<file path="config.mk">
export PLATFORM = sky130hd
export DESIGN_NAME = adc_seq
export DESIGN_NICKNAME = d
export VERILOG_FILES = /design/src/rtl/adc_seq.sv
export SDC_FILE = /design/constraint.sdc
export NUM_CORES = 1
export LEC_CHECK = 0
export ABC_AREA = 0
export ABC_CLOCK_PERIOD_IN_PS = 5900
export BUFFER_PORTS_ARGS = -buffer_cell sky130_fd_sc_hd__clkbuf_2
export CORE_AREA = 2 2 58 82
export DETAILED_ROUTE_END_ITERATION = 10
export DIE_AREA = 0 0 60 84
export GPL_TIMING_DRIVEN = 0
export HOLD_SLACK_MARGIN = 0.1
export MAX_ROUTING_LAYER = met4
export SLEW_MARGIN = 15
export SYNTH_ARGS = -nofsm -noshare
export SYNTH_HDL_FRONTEND = slang
export SYNTH_SLANG_ARGS = --single-unit
</file>
<file path="constraint.sdc">
create_clock -name clk -period 5.9 [get_ports clk]
set_clock_uncertainty 0.15 [all_clocks]
set_input_delay 0.295 -clock clk [delete_from_list [all_inputs] [get_ports clk]]
set_output_delay 0.295 -clock clk [all_outputs]
set_load 0.02 [all_outputs]
</file>
<file path="src/rtl/adc_seq.sv">
module adc_seq #(
  parameter int          CNT_W    = 4,
  parameter logic [3:0]  DEV_BASE = 4'b1001
) (
  input  logic             clk,
  input  logic             rst_n,
  input  logic             req_valid,
  output logic             req_ready,
  input  logic [2:0]       req_dev,
  input  logic [1:0]       req_chan,
  input  logic [1:0]       req_mode,
  input  logic             req_autoinc,
  input  logic             req_aout,
  input  logic [CNT_W-1:0] req_count,
  output logic             cmd_valid,
  output logic [2:0]       cmd_op,
  output logic [7:0]       cmd_data,
  input  logic             cmd_done,
  input  logic             cmd_ack,
  input  logic             cmd_err,
  input  logic [7:0]       cmd_rdata,
  output logic             out_valid,
  output logic [7:0]       out_data,
  output logic             done,
  output logic             done_ok
);
  localparam logic [2:0] OP_START_WR  = 3'd0;
  localparam logic [2:0] OP_WRITE     = 3'd1;
  localparam logic [2:0] OP_RSTART_RD = 3'd2;
  localparam logic [2:0] OP_READ_ACK  = 3'd3;
  localparam logic [2:0] OP_READ_NACK = 3'd4;
  localparam logic [2:0] OP_STOP      = 3'd5;
  localparam logic [CNT_W-1:0] LAST_ONE = CNT_W'(1);

  typedef enum logic [2:0] {
    S_IDLE, S_AW, S_CTRL, S_AR, S_DROP, S_RD, S_STOP, S_DUMMY
  } st_t;

  st_t             st;
  logic [2:0]      dev;
  logic [7:0]      ctrl;
  logic [CNT_W-1:0] rem;
  logic            drop_more;
  logic            pass;
  logic            dummy;

  assign req_ready = (st == S_IDLE);
  assign cmd_valid = (st != S_IDLE);

  always_comb begin
    cmd_op   = OP_STOP;
    cmd_data = 8'h00;
    case (st)
      S_AW:    begin cmd_op = OP_START_WR;  cmd_data = {DEV_BASE, dev, 1'b0}; end
      S_CTRL:  begin cmd_op = OP_WRITE;     cmd_data = ctrl; end
      S_AR:    begin cmd_op = OP_RSTART_RD; cmd_data = {DEV_BASE, dev, 1'b1}; end
      S_DROP:  cmd_op = OP_READ_ACK;
      S_RD:    cmd_op = (rem == LAST_ONE) ? OP_READ_NACK : OP_READ_ACK;
      S_DUMMY: cmd_op = OP_READ_NACK;
      default: cmd_op = OP_STOP;
    endcase
  end

  always_ff @(posedge clk or negedge rst_n) begin
    if (!rst_n) begin
      st        <= S_IDLE;
      dev       <= '0;
      ctrl      <= '0;
      rem       <= '0;
      drop_more <= 1'b0;
      pass      <= 1'b0;
      dummy     <= 1'b0;
      out_valid <= 1'b0;
      out_data  <= '0;
      done      <= 1'b0;
      done_ok   <= 1'b0;
    end else begin
      done      <= 1'b0;
      out_valid <= 1'b0;
      if (st == S_IDLE) begin
        if (req_valid) begin
          if (req_count == '0) begin
            done    <= 1'b1;
            done_ok <= 1'b0;
          end else begin
            dev  <= req_dev;
            ctrl <= {1'b0, req_aout, req_mode, 1'b0, req_autoinc, req_chan};
            rem  <= req_count;
            st   <= S_AW;
          end
        end
      end else if (cmd_done) begin
        if (cmd_err) begin
          done    <= 1'b1;
          done_ok <= 1'b0;
          st      <= S_IDLE;
        end else begin
          case (st)
            S_AW, S_AR: begin
              drop_more <= 1'b1;
              if (!cmd_ack) begin
                pass  <= 1'b0;
                dummy <= 1'b1;
                st    <= S_STOP;
              end else begin
                st <= (st == S_AW) ? S_CTRL : S_DROP;
              end
            end
            S_CTRL: begin
              if (!cmd_ack) begin
                pass  <= 1'b0;
                dummy <= 1'b0;
                st    <= S_STOP;
              end else begin
                st <= S_AR;
              end
            end
            S_DROP: begin
              if (drop_more) drop_more <= 1'b0;
              else           st        <= S_RD;
            end
            S_RD: begin
              out_valid <= 1'b1;
              out_data  <= cmd_rdata;
              if (rem == LAST_ONE) begin
                pass  <= 1'b1;
                dummy <= 1'b0;
                st    <= S_STOP;
              end else begin
                rem <= rem - LAST_ONE;
              end
            end
            S_STOP: begin
              if (dummy) begin
                st <= S_DUMMY;
              end else begin
                done    <= 1'b1;
                done_ok <= pass;
                st      <= S_IDLE;
              end
            end
            default: begin
              done    <= 1'b1;
              done_ok <= 1'b0;
              st      <= S_IDLE;
            end
          endcase
        end
      end
    end
  end
endmodule


</file>
==> reports/metrics.cfg, run 1 <==
[status]
status = finished, final reports clean

[global_route]
track_usage_pct = 17.5
grt_overflow_total = 0
grt_pass1_vias = 1387
antenna_found_initial = 0
grt_pass1_wl_um = 6480
grt_max_degree = 31

[sta]
slew_headroom_pct = 31.3
grt_setup_unrepaired = no
fmax_mhz = 366
finalSetupViolations = 0
tns_ns = 0
timing.final.crit_period_ns = 2.73
fin_crit_sh_pct = 46.4
maxSlewViolCount = 0
tightest_slew_ns = 1.03
hold_viol_final = 0

[yosys]
synth_area_leader_cell = dfrtp_1
synth_nets = 185
yosys.cell_types.count = 42
synth_edf_count = 0
ys_seq_area_share_pct = 45.0
ys_ff_latch = 30
syn_inst = 156
synth_flop_cell = dfrtp_1
synth_area_per_cell_sq_um = 10.7
synth_top_area_share_pct = 45.0
async_flop_share_pct = 100
synth_area_sq_um = 1670
synth_area_leaders = dfrtp_1 45%, mux2_4 8.1%, mux2_2 6.1%, nor2_1 3.2%, a21oi_1 3.0%
ys.warnings.count = 0

[final_layout]
seqCellArea_sq_um = 751
final_common_cell = clkbuf_2
final_cell_mix = 50 x clkbuf_2, 30 x dfrtp_1, 14 x nor2_1
area_growth_pct = 32.9
diodes = 0
n_fill_cell = 439
final_cell_area_sq_um = 2220
drive_above_1_share_pct = 37.9
multi_input_area_sq_um = 841
nNetsFinal = 255

[clocking]
cts_tree = yes
cts_resized = 0
clk_pin_slew_worst_paths_ns = 0.07
cts_htree_levels = 2
post_cts.repair.setup_buffers = 0
cts_sinks = 30
clockRootBuffer = clkbuf_8
clock_latency_ns = 0.28
cts_hold_buffers = 13
cts_buffers = 5
clockBufferDepth = 2

[setup_path]
timing.rr.end = st[0]
reg2reg_setup_slack_ns = 3.54
start_kind = register
setup.worst_path.start = rem[1]
r2r-start = rem[1]
crit_fanout = 8
path_class = reg2out
worstPathArrival_ns = 2.29
rr_worst_depth = 6
endpoint_kind = output pin
cp.required_ns = 5.45

[route]
wl_um = 3940
num_vias = 1437
dr.first_iter.drc_count = 69
detail_route.wl_per_cell_um = 13.6
route.antenna.remaining_nets = 0
routed_via_density = 4.97
drc = 0
dr.pass1.iters = 4

[worst_hold_path]
min_path_type = in2reg
whs_path_depth = 2
worstHoldStart = req_chan[0]
whs_endpoint = ctrl[0]

[die]
row_count = 29
initial_core_util_pct = 38.0
coreArea_sq_um = 4390
die_h_um = 84
die_x_um = 60
die_area_sq_um = 5040
io_pins = 51

[placed_design]
dp_hpwl_um = 2870
placed_cell_area_sq_um = 2000
globalplace.congestion = 0.805
port-buffer-count = 50

[job]
cap_violations = 0

[pwr]
power_density_nw_per_um2 = 523
vdd_drop_max_v = 0.000225
p_leak_nw = 1.09

worst max-delay path: stages, from the launching register on:
cell	delay, ns
dfrtp_1	0.38
inv_1	0.09
ha_1	0.14
nor3b_1	0.82
a21oi_1	0.15
o21ai_0	0.21
clkbuf_2	0.20
report_power, final:
group	internal, mW	switching, mW
Clock	0.0940	0.0789
Combinational	0.272	0.351
Sequential	0.299	0.0646
Total	0.665	0.494
routing by layer:
metal  share of wire, %  routed length (um)  track usage (%)  up-vias
li1                   -                   -                -      705
met1                 43                1680             21.2      688
met2                 52                2040             28.0       39
met3                4.2                 167             4.65        5
met4                1.4                  57             4.85        0
met5                  0                   0                -        -
sequential cells by signal (all words and copies together), names as in the netlist:
register / count
rem: 4
dummy: 1
pass: 1
out_data: 8
done: 1
drop_more: 1
out_valid: 1
dev: 3
ctrl: 6
st: 3
done_ok: 1
synthesized netlist by cell type (2+ instances only):
master	count
a21oi_1	10
a22oi_1	4
a2bb2oi_1	2
and3_1	5
buf_2	2
buf_6	2
clkbuf_1	4
dfrtp_1	30
ha_1	2
inv_1	6
mux2_2	9
mux2_4	9
mux2i_1	2
nand2_1	6
nand2b_1	4
nand3_1	4
nor2_1	14
nor2b_1	3
o211ai_1	3
o21ai_0	9
o21bai_1	3
o31a_1	2
or3_1	2
cell type report:
class | count | share of cell area (%)
flip-flops and latches | 30 | 33.9
multi-input cells | 111 | 37.9
clock buffers | 7 | 3.89
plain buffers | 8 | 2.14
well taps | 62 | 3.50
repair buffers | 63 | 17.2
clock inverters | 1 | 0.226
inverters | 7 | 1.30
kinds of logic after synthesis:
kind of cell,after synthesis,share of synthesized area [%]
buffers and inverters,15,4.58
AND/OR/NAND/NOR,48,15.9
adder cells (fa/ha/maj),2,1.50
flip-flops,30,45.0
AO/OA/AOI/OAI,41,17.6
multiplexers,20,15.4
worst max-delay path by stage:
stage,end,slack [ns],cells after the start
after floorplan,cmd_op[2],3.77,5
after global placement,cmd_op[2],3.44,6
after detailed placement,cmd_op[2],3.47,6
after CTS,cmd_op[2],3.15,6
after global routing,cmd_op[2],2.97,6
final,cmd_op[2],3.17,6
per-stage QoR:
| step | total power, mW | hold slack (ns) | utilization, % | cells | setup slack [ns] |
|---|---|---|---|---|---|
| 6_report | 1.16 | 0.107 | 50.5 | 289 | 3.17 |
| 5_1_grt | 1.24 | 0.104 | 50.5 | 289 | 2.97 |
| 4_1_cts | 1.17 | 0.104 | 50.5 | 289 | 3.15 |
| 3_5_place_dp | 0.986 | 0.258 | 45.5 | 268 | 3.47 |
| 3_3_place_gp | 0.981 | 0.259 | 45.5 | 268 | 3.44 |
| 2_1_floorplan | 0.813 | -0.151 | - | 156 | 3.77 |
No activity file was read; power rests on OpenSTA's default activity.
==> run 2: changes to the inputs <==
ABC_AREA = 1   (was 0)
ABC_CLOCK_PERIOD_IN_PS = 2750   (was 5900)
CORE_AREA = 2 2 59 84   (was 2 2 58 82)
DIE_AREA = 0 0 61 86   (was 0 0 60 84)
clock period = 2.75 ns   (was 5.9 ns; I/O delays follow)
==> run 2 against run 1 <==
Effect of this change: sequential power grew 95%; first-iteration DRC count up 5.8%; via count up 16%; synthesized cell count is 43% higher; global-route usage is 2.3 points higher; area after synthesis grew 4.6%; die area rose by 4.1%; power grew 120%; register-to-register slack worse by 2.4 ns; critical path depth decreased by 1; critical path type unchanged; critical endpoint is now cmd_data[2]; largest power group unchanged.
==> reports/metrics.cfg, run 2 <==
[status]
status = finished, final reports clean

[worst_hold_path]
min_path_type = in2reg

[yosys]
synth_area_leader_cell = dfrtp_1
synth_area_per_cell_sq_um = 7.82
ys_ff_latch = 30
yosys.cell_types.count = 25
syn_inst = 223
async_flop_share_pct = 100
synth_area_leaders = dfrtp_1 43%, nand2_1 19%, nand3_1 6.0%, nor2_8 3.4%, inv_1 3.2%
synth_edf_count = 0
ys_seq_area_share_pct = 43.0
synth_flop_cell = dfrtp_1
synth.top_cells.by_count = 90 x nand2_1, 30 x dfrtp_1, 21 x nand3_1
synth_area_sq_um = 1740
ys.warnings.count = 0
synth_top_area_share_pct = 43.0
synth_nets = 252
synthMostInstantiatedCell = nand2_1

[setup_path]
max_stage_delay_ns = 0.39
endpoint_kind = output pin
cp_slowest_cell = dfrtp_1
cp_top_family = simple AND/OR/NAND/NOR gates
worstPathArrival_ns = 1.59
cp.required_ns = 2.46
path_class = reg2out
path_cells = inv_2 -> nand3_1 -> nand2_1 -> a32o_1 -> clkbuf_2
crit_buf_inv = 2
start_kind = register
crit_fanout = 7
reg2reg_setup_slack_ns = 1.17

[final_layout]
largest_reg_flops = 8
area_growth_pct = 37.3
regMostFlops = out_data
fin_cells = 363
drive_above_1_share_pct = 27.9
diodes = 0
multi_input_area_sq_um = 870
n_fill_cell = 472
final_cell_mix = 90 x nand2_1, 50 x clkbuf_2, 30 x dfrtp_1
fin_util_pct = 53.7
seqCellArea_sq_um = 751
nNetsFinal = 330
largestRegisters = out_data x8, ctrl x6, rem x4
final_common_cell = nand2_1

[pwr]
seqPwrFrac_pct = 28.0
p_leak_nw = 1.36
netSwitchingFraction_pct = 45.6
intPower_mw = 1.38
clkPwrFrac_pct = 18.1
power_density_nw_per_um2 = 1060
switching_power_mw = 1.15
vdd_drop_max_v = 0.000620
comb_power_share_pct = 53.9

[clocking]
cts_buffers = 5
clk_pin_slew_worst_paths_ns = 0.07
cts_sinks = 30
clockBufferDepth = 2
clock_latency_ns = 0.28
cts_resized = 0
cts_htree_levels = 2
clockRootBuffer = clkbuf_8
cts_tree = yes
post_cts.repair.setup_buffers = 0

[sta]
tightest_slew_ns = 0.752
fmax_mhz = 532
layout_setup_ws_ns = 0.870
worst_hold_slack_ns = 0.106
slew_headroom_pct = 49.9
maxSlewViolCount = 0
fin_crit_sh_pct = 68.4
tns_ns = 0
finalSetupViolations = 0
grt_setup_unrepaired = no
timing.final.crit_period_ns = 1.88
hold_viol_final = 0

[global_route]
grt_max_degree = 31
antenna_found_initial = 0
grt_overflow_total = 0
track_usage_pct = 19.8
grt_pass1_wl_um = 7480
grt_pass1_vias = 1692

[die]
die_area_sq_um = 5250
initial_core_util_pct = 39.1
coreArea_sq_um = 4460
die_x_um = 61
row_count = 29
die_h_um = 86
io_pins = 51

[placed_design]
port-buffer-count = 50
place_ws_ns = 1.18
dp_hpwl_um = 3090
globalplace.congestion = 0.872
dpl.cell_count = 335

[job]
cap_violations = 0

[route]
routed_via_density = 4.57
dr.first_iter.drc_count = 73
dr.pass1.iters = 6
drc = 0
wl_um = 4380
route.antenna.remaining_nets = 0
num_vias = 1660
detail_route.wl_per_cell_um = 12.1

==> run 2: worst reg2reg max path, cell delays in order, from the launching register on <==
cell and delay (ns):
dfrtp_1 0.38, buf_6 0.15, nor2_8 0.16, nand2_8 0.11, nor2_8 0.16, nand2_4 0.09
buf_6 0.15, nor2_1 0.09, a21oi_1 0.04
==> run 2: what timing repair did <==
action	4_1_cts	5_1_grt
endpoints found under the hold margin	52	0
hold buffers	21	0
endpoints found under the setup margin	0	0
==> run 2: path summary, 6_finish.rpt <==
check / start / end / cells past startpoint
max: st[2] / cmd_data[2] / 5
max in group asynchronous: rst_n / dummy / 2
min reg2reg: dev[1] / dev[1] / 2
min in group asynchronous: rst_n / done_ok / 2
min: req_count[3] / rem[3] / 5
max reg2reg: st[1] / ctrl[5] / 8
==> run 2: area by class of cell <==
| class | count | share of cell area [%] |
|---|---|---|
| clock inverter | 1 | 1.25 |
| tap | 62 | 3.24 |
| clock buffer | 6 | 3.45 |
| sequential | 30 | 31.3 |
| multi-input combinational | 169 | 36.3 |
| timing repair buffer | 71 | 19.2 |
| buffer | 4 | 1.72 |
| inverter | 20 | 3.45 |
==> run 2: kinds of logic (layout without fill, tap and decap cells) <==
kind of cell / count (synthesis) / after routing / synth area share [%]
and+or+nand+nor: 145 / 145 / 40.7
buffers and inverters: 24 / 102 / 7.10
adders and majority gates: 2 / 2 / 1.43
AOI/OAI and AO/OA: 21 / 21 / 7.25
xor gates and xnor gates: 1 / 1 / 0.502
DFF: 30 / 30 / 43.0
==> run 2: routing by layer <==
| layer | vias up | share of wire [%] | GRT usage (%) |
|---|---|---|---|
| met5 | - | 0 | - |
| met4 | 0 | 2.8 | 8.30 |
| met3 | 11 | 3.3 | 4.37 |
| met2 | 44 | 52 | 32.8 |
| met1 | 748 | 42 | 22.3 |
| li1 | 857 | - | - |
==> run 2: power groups by stage <==
stage	Combinational [mW]	Sequential [mW]	Clock (mW)
2_1_floorplan	0.966	0.753	0
3_3_place_gp	1.34	0.716	0
3_5_place_dp	1.35	0.715	0
4_1_cts	1.38	0.708	0.475
5_1_grt	1.53	0.736	0.486
6_report	1.37	0.710	0.458
==> run 2: per-stage QoR <==
stage / area [sq um] / power (mW)
after global placement: 2070 / 2.05
after floorplan: 1740 / 1.72
after global routing: 2390 / 2.75
final: 2390 / 2.53
after CTS: 2390 / 2.56
after detailed placement: 2070 / 2.07
